===== src/rtl/flash_arb_pkg.sv =====
package flash_arb_pkg;
  typedef enum logic [2:0] {
    OP_READ   = 3'd0,
    OP_PROG   = 3'd1,
    OP_ERASE  = 3'd2,
    OP_SUSP   = 3'd3,
    OP_RESUME = 3'd4,
    OP_CLRERR = 3'd5,
    OP_RDCFG  = 3'd6,
    OP_RSVD   = 3'd7
  } op_e;
endpackage


===== src/rtl/fba_addr_map.sv =====
module fba_addr_map #(
  parameter int ADDR_W  = 23,
  parameter int BANK_W  = 4,
  parameter int MAIN_W  = 16,
  parameter int PARAM_W = 14,
  parameter int BLK_W   = 8
) (
  input  logic [ADDR_W-1:0] addr,
  input  logic              param_top,
  output logic [BANK_W-1:0] bank,
  output logic [BLK_W-1:0]  blk
);
  localparam int MI_W   = ADDR_W - MAIN_W;
  localparam int PI_W   = MAIN_W - PARAM_W;
  localparam int NPARAM = 1 << PI_W;

  logic [MI_W-1:0] mi;
  logic [PI_W-1:0] pi;

  assign mi   = addr[ADDR_W-1:MAIN_W];
  assign pi   = addr[MAIN_W-1:PARAM_W];
  assign bank = addr[ADDR_W-1 -: BANK_W];

  always_comb begin
    if (param_top) begin
      if (mi == {MI_W{1'b1}}) blk = BLK_W'(mi) + BLK_W'(pi);
      else                    blk = BLK_W'(mi);
    end else begin
      if (mi == '0) blk = BLK_W'(pi);
      else          blk = BLK_W'(mi) + BLK_W'(NPARAM - 1);
    end
  end
endmodule


===== src/rtl/fba_rules.sv =====
module fba_rules
  import flash_arb_pkg::*;
#(
  parameter int ADDR_W = 23,
  parameter int BANK_W = 4,
  parameter int BLK_W  = 8
) (
  input  logic              acc,
  input  op_e               op,
  input  logic [ADDR_W-1:0] addr,
  input  logic [BANK_W-1:0] bank,
  input  logic [BLK_W-1:0]  blk,
  input  logic              done,
  input  logic              p_act,
  input  logic              p_erase,
  input  logic              p_susp,
  input  logic [ADDR_W-1:0] p_addr,
  input  logic [BANK_W-1:0] p_bank,
  input  logic [BLK_W-1:0]  p_blk,
  input  logic              n_act,
  input  logic [BANK_W-1:0] n_bank,
  input  logic              err,
  input  logic              sync,
  output logic              p_act_d,
  output logic              p_erase_d,
  output logic              p_susp_d,
  output logic              p_ld,
  output logic              n_act_d,
  output logic              n_ld,
  output logic              err_d,
  output logic              sync_d,
  output logic              grant,
  output logic              rd_stat
);
  logic reject;
  logic es_hold, ps_hold;

  assign es_hold = p_act & p_susp & p_erase;
  assign ps_hold = p_act & p_susp & ~p_erase;

  always_comb begin
    p_act_d   = p_act;
    p_erase_d = p_erase;
    p_susp_d  = p_susp;
    n_act_d   = n_act;
    err_d     = err;
    sync_d    = sync;
    p_ld      = 1'b0;
    n_ld      = 1'b0;
    reject    = 1'b0;
    rd_stat   = 1'b0;

    if (done) begin
      if (n_act)                n_act_d = 1'b0;
      else if (p_act && !p_susp) p_act_d = 1'b0;
    end

    if (acc) begin
      unique case (op)
        OP_READ: begin
          if ((ps_hold && addr == p_addr) || (es_hold && blk == p_blk)) reject = 1'b1;
          else rd_stat = (n_act && bank == n_bank) ||
                         (p_act && !p_susp && bank == p_bank);
        end
        OP_PROG: begin
          if (!p_act) begin
            p_act_d = 1'b1; p_erase_d = 1'b0; p_susp_d = 1'b0; p_ld = 1'b1;
          end else if (es_hold && !n_act && blk != p_blk) begin
            n_act_d = 1'b1; n_ld = 1'b1;
          end else reject = 1'b1;
        end
        OP_ERASE: begin
          if (!p_act) begin
            p_act_d = 1'b1; p_erase_d = 1'b1; p_susp_d = 1'b0; p_ld = 1'b1;
          end else reject = 1'b1;
        end
        OP_SUSP: begin
          if (p_act && !p_susp && !n_act) p_susp_d = 1'b1;
          else reject = 1'b1;
        end
        OP_RESUME: begin
          if (p_act && p_susp && !n_act) p_susp_d = 1'b0;
          else reject = 1'b1;
        end
        OP_CLRERR: err_d = 1'b0;
        OP_RDCFG:  sync_d = addr[0];
        default:   reject = 1'b1;
      endcase
      if (reject) err_d = 1'b1;
    end
    grant = acc & ~reject;
  end
endmodule


===== src/rtl/flash_bank_arbiter.sv =====
module flash_bank_arbiter
  import flash_arb_pkg::*;
#(
  parameter int ADDR_W  = 23,
  parameter int BANK_W  = 4,
  parameter int MAIN_W  = 16,
  parameter int PARAM_W = 14,
  parameter int BLK_W   = 8
) (
  input  logic              clk,
  input  logic              rst_n,
  input  logic              param_top,
  input  logic              req_valid,
  output logic              req_ready,
  input  logic [2:0]        req_op,
  input  logic [ADDR_W-1:0] req_addr,
  input  logic              eng_done,
  output logic              rsp_valid,
  output logic              rsp_grant,
  output logic              rsp_rd_status,
  output logic [BANK_W-1:0] rsp_bank,
  output logic [BLK_W-1:0]  rsp_blk,
  output logic              st_busy,
  output logic              st_erase_susp,
  output logic              st_prog_susp,
  output logic              st_err,
  output logic              st_sync_rd
);
  logic [1:0]        rst_q;
  logic              rst_i_n;
  logic              acc;
  logic [BANK_W-1:0] bank;
  logic [BLK_W-1:0]  blk;

  logic              p_act, p_erase, p_susp, n_act, err, sync;
  logic [ADDR_W-1:0] p_addr;
  logic [BANK_W-1:0] p_bank, n_bank;
  logic [BLK_W-1:0]  p_blk;

  logic p_act_d, p_erase_d, p_susp_d, p_ld, n_act_d, n_ld, err_d, sync_d;
  logic grant, rd_stat;

  always_ff @(posedge clk or negedge rst_n) begin
    if (!rst_n) rst_q <= 2'b00;
    else        rst_q <= {rst_q[0], 1'b1};
  end
  assign rst_i_n = rst_q[1];

  assign req_ready = rst_i_n & ~eng_done;
  assign acc       = req_valid & req_ready;

  fba_addr_map #(
    .ADDR_W(ADDR_W), .BANK_W(BANK_W), .MAIN_W(MAIN_W),
    .PARAM_W(PARAM_W), .BLK_W(BLK_W)
  ) u_map (
    .addr(req_addr), .param_top(param_top), .bank(bank), .blk(blk)
  );

  fba_rules #(.ADDR_W(ADDR_W), .BANK_W(BANK_W), .BLK_W(BLK_W)) u_rules (
    .acc(acc), .op(op_e'(req_op)), .addr(req_addr), .bank(bank), .blk(blk),
    .done(eng_done & rst_i_n),
    .p_act(p_act), .p_erase(p_erase), .p_susp(p_susp), .p_addr(p_addr),
    .p_bank(p_bank), .p_blk(p_blk), .n_act(n_act), .n_bank(n_bank),
    .err(err), .sync(sync),
    .p_act_d(p_act_d), .p_erase_d(p_erase_d), .p_susp_d(p_susp_d), .p_ld(p_ld),
    .n_act_d(n_act_d), .n_ld(n_ld), .err_d(err_d), .sync_d(sync_d),
    .grant(grant), .rd_stat(rd_stat)
  );

  // control state
  always_ff @(posedge clk or negedge rst_i_n) begin
    if (!rst_i_n) begin
      p_act   <= 1'b0;
      p_erase <= 1'b0;
      p_susp  <= 1'b0;
      n_act   <= 1'b0;
      err     <= 1'b0;
      sync    <= 1'b0;
      rsp_valid <= 1'b0;
    end else begin
      p_act   <= p_act_d;
      p_erase <= p_erase_d;
      p_susp  <= p_susp_d;
      n_act   <= n_act_d;
      err     <= err_d;
      sync    <= sync_d;
      rsp_valid <= acc;
    end
  end

  // datapath registers with explicit load enables
  always_ff @(posedge clk) begin
    if (p_ld) begin
      p_addr <= req_addr;
      p_bank <= bank;
      p_blk  <= blk;
    end
    if (n_ld) n_bank <= bank;
    if (acc) begin
      rsp_grant     <= grant;
      rsp_rd_status <= rd_stat;
      rsp_bank      <= bank;
      rsp_blk       <= blk;
    end
  end

  assign st_busy       = n_act | (p_act & ~p_susp);
  assign st_erase_susp = p_act & p_susp & p_erase;
  assign st_prog_susp  = p_act & p_susp & ~p_erase;
  assign st_err        = err;
  assign st_sync_rd    = sync;
endmodule


===== config.mk =====
export PLATFORM = sky130hd
export DESIGN_NAME = flash_bank_arbiter
export DESIGN_NICKNAME = d
export VERILOG_FILES = /design/src/rtl/flash_arb_pkg.sv /design/src/rtl/fba_addr_map.sv /design/src/rtl/fba_rules.sv /design/src/rtl/flash_bank_arbiter.sv
export SDC_FILE = /design/constraint.sdc
export NUM_CORES = 1
export LEC_CHECK = 0
export BUFFER_PORTS_ARGS = -buffer_cell sky130_fd_sc_hd__buf_2
export CAP_MARGIN = 20
export CORE_MARGIN = 2
export CORE_UTILIZATION = 30
export DETAILED_ROUTE_END_ITERATION = 12
export GPL_TIMING_DRIVEN = 0
export RECOVER_POWER = 100
export SETUP_SLACK_MARGIN = 0.05
export SKIP_LAST_GASP = 1
export SYNTH_ARGS = -nofsm -noshare
export SYNTH_HDL_FRONTEND = slang
export SYNTH_SLANG_ARGS = --single-unit

===== constraint.sdc =====
create_clock -name clk -period 0.9 [get_ports clk]
set_clock_uncertainty 0.05 [all_clocks]
set_input_delay 0.18 -clock clk [delete_from_list [all_inputs] [get_ports clk]]
set_output_delay 0.18 -clock clk [all_outputs]
set_load 0.01 [all_outputs]

==> impl_metrics.ini <==
[synthesis]
synth_nets = 276
synth_cells = 240
syn_area_per_cell_sq_um = 12.17
yosys_warnings = 0
synth-seq-cells = 58
seq_area_frac_synth = 0.5807
synthFlopType = edfxtp_1
async_flop_share = 0.1552
syn_area_sq_um = 2922
synth_edf_count = 49
synth.distinct_cells = 56

[global_routing]
grt_pass1_vias = 2310
overflow = 0
grt_pass1_wl_um = 11580
antenna_found_initial = 0
groute.usage.overall = 0.1494
grt_max_degree = 11

[drt]
drt_first_pass_iters = 4
wl_per_cell_um = 15.32
routed_wl_um = 7766
wl_met1_um = 3441
drtAntennaViolNets = 0
top_layer = met4
vias_per_cell = 4.708
met3WireLength_um = 312
drc = 0
wl_met2_um = 3900
drt-initial-drc-count = 83
vias = 2387

[floorplan]
initial_utilization = 0.3045
dieArea_sq_um = 10540
core_area_sq_um = 9594
die-height_um = 102.7
io_pins = 52
die_w_um = 102.7
rows = 36

[clock_tree]
cts.clk_slew.worst_paths_ps = 70
cts_tree = done
cts.sinks = 58
root_buffer = clkbuf_8
numCtsBuffers = 9
clk_path_buf_depth = 2
clk_latency_ps = 350
cts-htree-levels = 3

[setup_path]
max_stage_delay_ps = 550
crit_top_cell = nand4_1
crit_arrival_ps = 2530
cp_num_buf_inv = 1
start_kind = input pin
crit_fanout = 5
end_kind = flop
worstSetupPathType = in -> reg
critPathSlowestCell = or4b_1
path_cells = buf_12, ha_4, fa_2, nand4_1, or2_4, mux2_4, a221oi_2, nand4_1, or4b_1, and4_1
crit_family = simple AND/OR/NAND/NOR gates
crit_required_ps = 950

[timing]
setup_slack_ps = -1577
finalHoldViolations = 0
period_minus_slack_ps = 2477
max_clock_freq_ghz = 0.4037
report.final.slew_viol_count = 0
relSlewSlack = 0.6203
period_share = 2.752
rsz0062_at_grt = yes
whs_ps = 11.90
worst_slew_pin_slew_ps = 569.5
setup_viol = 95

[status]
status = finished with violations
violations = negative setup slack

[final_layout]
n_antenna_cell = 0
finalNetCount = 405
fill_cells = 865
drive_above_1_share = 0.4599
syn_to_final_growth_pct = 62.53

[place]
port_buffers = 50
dp_hpwl_um = 4518
gp_congestion = 0.8065

[power_and_ir_drop]
p_total_uw = 6536
p_per_area_nw_per_um2 = 1377
power_leakage_uw = 0.001785
ir_drop_mv = 0.8492

[min_path]
hp-class = in -> reg

[flow_run]
drv_cap = 0
==> cell usage after synthesis, types with 2 or more instances <==
cell       n  area, sq um
a21oi_1    5        25.02
a31oi_1    2        12.51
clkbuf_1   6        22.52
dfrtp_1    9        225.2
edfxtp_1  49         1471
ha_1       4        50.05
inv_1     11        41.29
nand2_1   16        60.06
nand2b_1   4        25.02
nand3_1    7        35.03
nand4_1    8        50.05
nor2_1    16        60.06
nor3_1     5        25.02
nor4_1     5        31.28
nor4b_1    2        17.52
o211ai_1   3        22.52
o21ai_0    7        35.03
o21ai_1    2        10.01
o31ai_1    5        37.54
or2_1      2        12.51
or4b_1     3        30.03
xnor2_1   25        219.0
xor2_1    11        96.34
==> routing by layer <==
layer  vias up  GRT usage
li1       1147          -
met1      1181     0.1851
met2        50     0.2499
met3         9    0.04271
met4         0    0.05231
met5         -          0
==> layout by cell type (no fill, tap or decap), types with 4 or more instances in the layout <==
| master | instances |
|---|---|
| xnor2_1 | 24 |
| clkbuf_8 | 11 |
| buf_8 | 5 |
| inv_1 | 6 |
| buf_6 | 21 |
| buf_4 | 31 |
| edfxtp_1 | 49 |
| buf_12 | 5 |
| xor2_1 | 11 |
| nand2_1 | 11 |
| buf_2 | 31 |
| nor2_4 | 4 |
| dfrtp_1 | 6 |
| nand4_1 | 8 |
| o21ai_0 | 5 |
| clkbuf_1 | 12 |
| nor4_1 | 4 |
| dlygate4sd3_1 | 17 |
| nand3_1 | 5 |
| clkinvlp_4 | 4 |
| nor2_1 | 12 |
==> power by group <==
part	switching, uW	internal [uW]	total, uW
combinational	549	606	1150
sequential	48.2	2990	3040
clock	1080	1250	2340
==> final timing paths <==
check / depth (start not counted) / slack [ps] / start / end
min in group asynchronous: 2 / 100 / rst_n / rst_q[0]$_DFF_PN0_
max: 10 / -1580 / req_addr[16] / rsp_rd_status$_SDFFCE_PP0P_
min: 1 / 10 / req_addr[21] / p_addr[21]$_DFFE_PP_
max reg2reg: 5 / -1510 / p_blk[7]$_DFFE_PP_ / rsp_rd_status$_SDFFCE_PP0P_
min reg2reg: 1 / 260 / rst_q[1]$_DFF_PN0_ / n_act$_DFF_PN0_
max in group asynchronous: 1 / 180 / rst_q[1]$_DFF_PN0_ / p_erase$_DFFE_PN0P_
==> through the flow <==
| stage | cell area [sq um] | instances | TNS (ps) | utilization | worst slack (ps) |
|---|---|---|---|---|---|
| 3_5_place_dp | 3583 | 423 | -80330 | 0.3735 | -2206 |
| 5_1_grt | 4748 | 507 | -57320 | 0.4949 | -1670 |
| 6_report | 4748 | 507 | -53330 | 0.4949 | -1577 |
| 2_1_floorplan | 3167 | 240 | -54450 | - | -1678 |
| 3_3_place_gp | 3583 | 423 | -77870 | 0.3735 | -2208 |
| 4_1_cts | 4471 | 487 | -50810 | 0.4660 | -1542 |
==> state kept, by name (all words and copies together), names as in the netlist, 2 cells and up <==
name	cells
rsp_bank	4
rsp_blk	8
n_bank	4
p_blk	8
rst_q	2
p_addr	23
==> final cells by class <==
class,instances,area [sq um],share of cell area
Buffer,10,125.1,0.02635
Clock buffer,10,127.6,0.02688
Clock inverter,6,57.56,0.01212
Inverter,11,65.06,0.01370
Multi-Input combinational cell,161,1500,0.3159
Sequential cell,58,1700,0.3581
Tap cell,133,166.4,0.03505
Timing Repair Buffer,117,998.5,0.2103
Timing Repair inverter,1,7.507,0.001581
==> cells by family (layout without fill, tap and decap cells) <==
family,after synthesis,after routing,share of synthesized area
AOI/OAI and AO/OA,36,36,0.08352
xor gates and xnor gates,36,36,0.1079
adders and majority gates,5,5,0.02398
buffers and inverters,21,155,0.03126
DFF,58,58,0.5807
muxes,3,3,0.01113
other,1,1,0.001284
and+or+nand+nor,80,80,0.1602
==> timing repair <==
item                                    CTS  global route
pin swaps                                16            11
cloned                                    4             0
buffers inserted                         28            22
endpoints found under the setup margin   95            95
hold buffers                             16             1
gates resized for setup                  54            37
endpoints found under the hold margin    18             1
(Power assumes the default switching activity.)
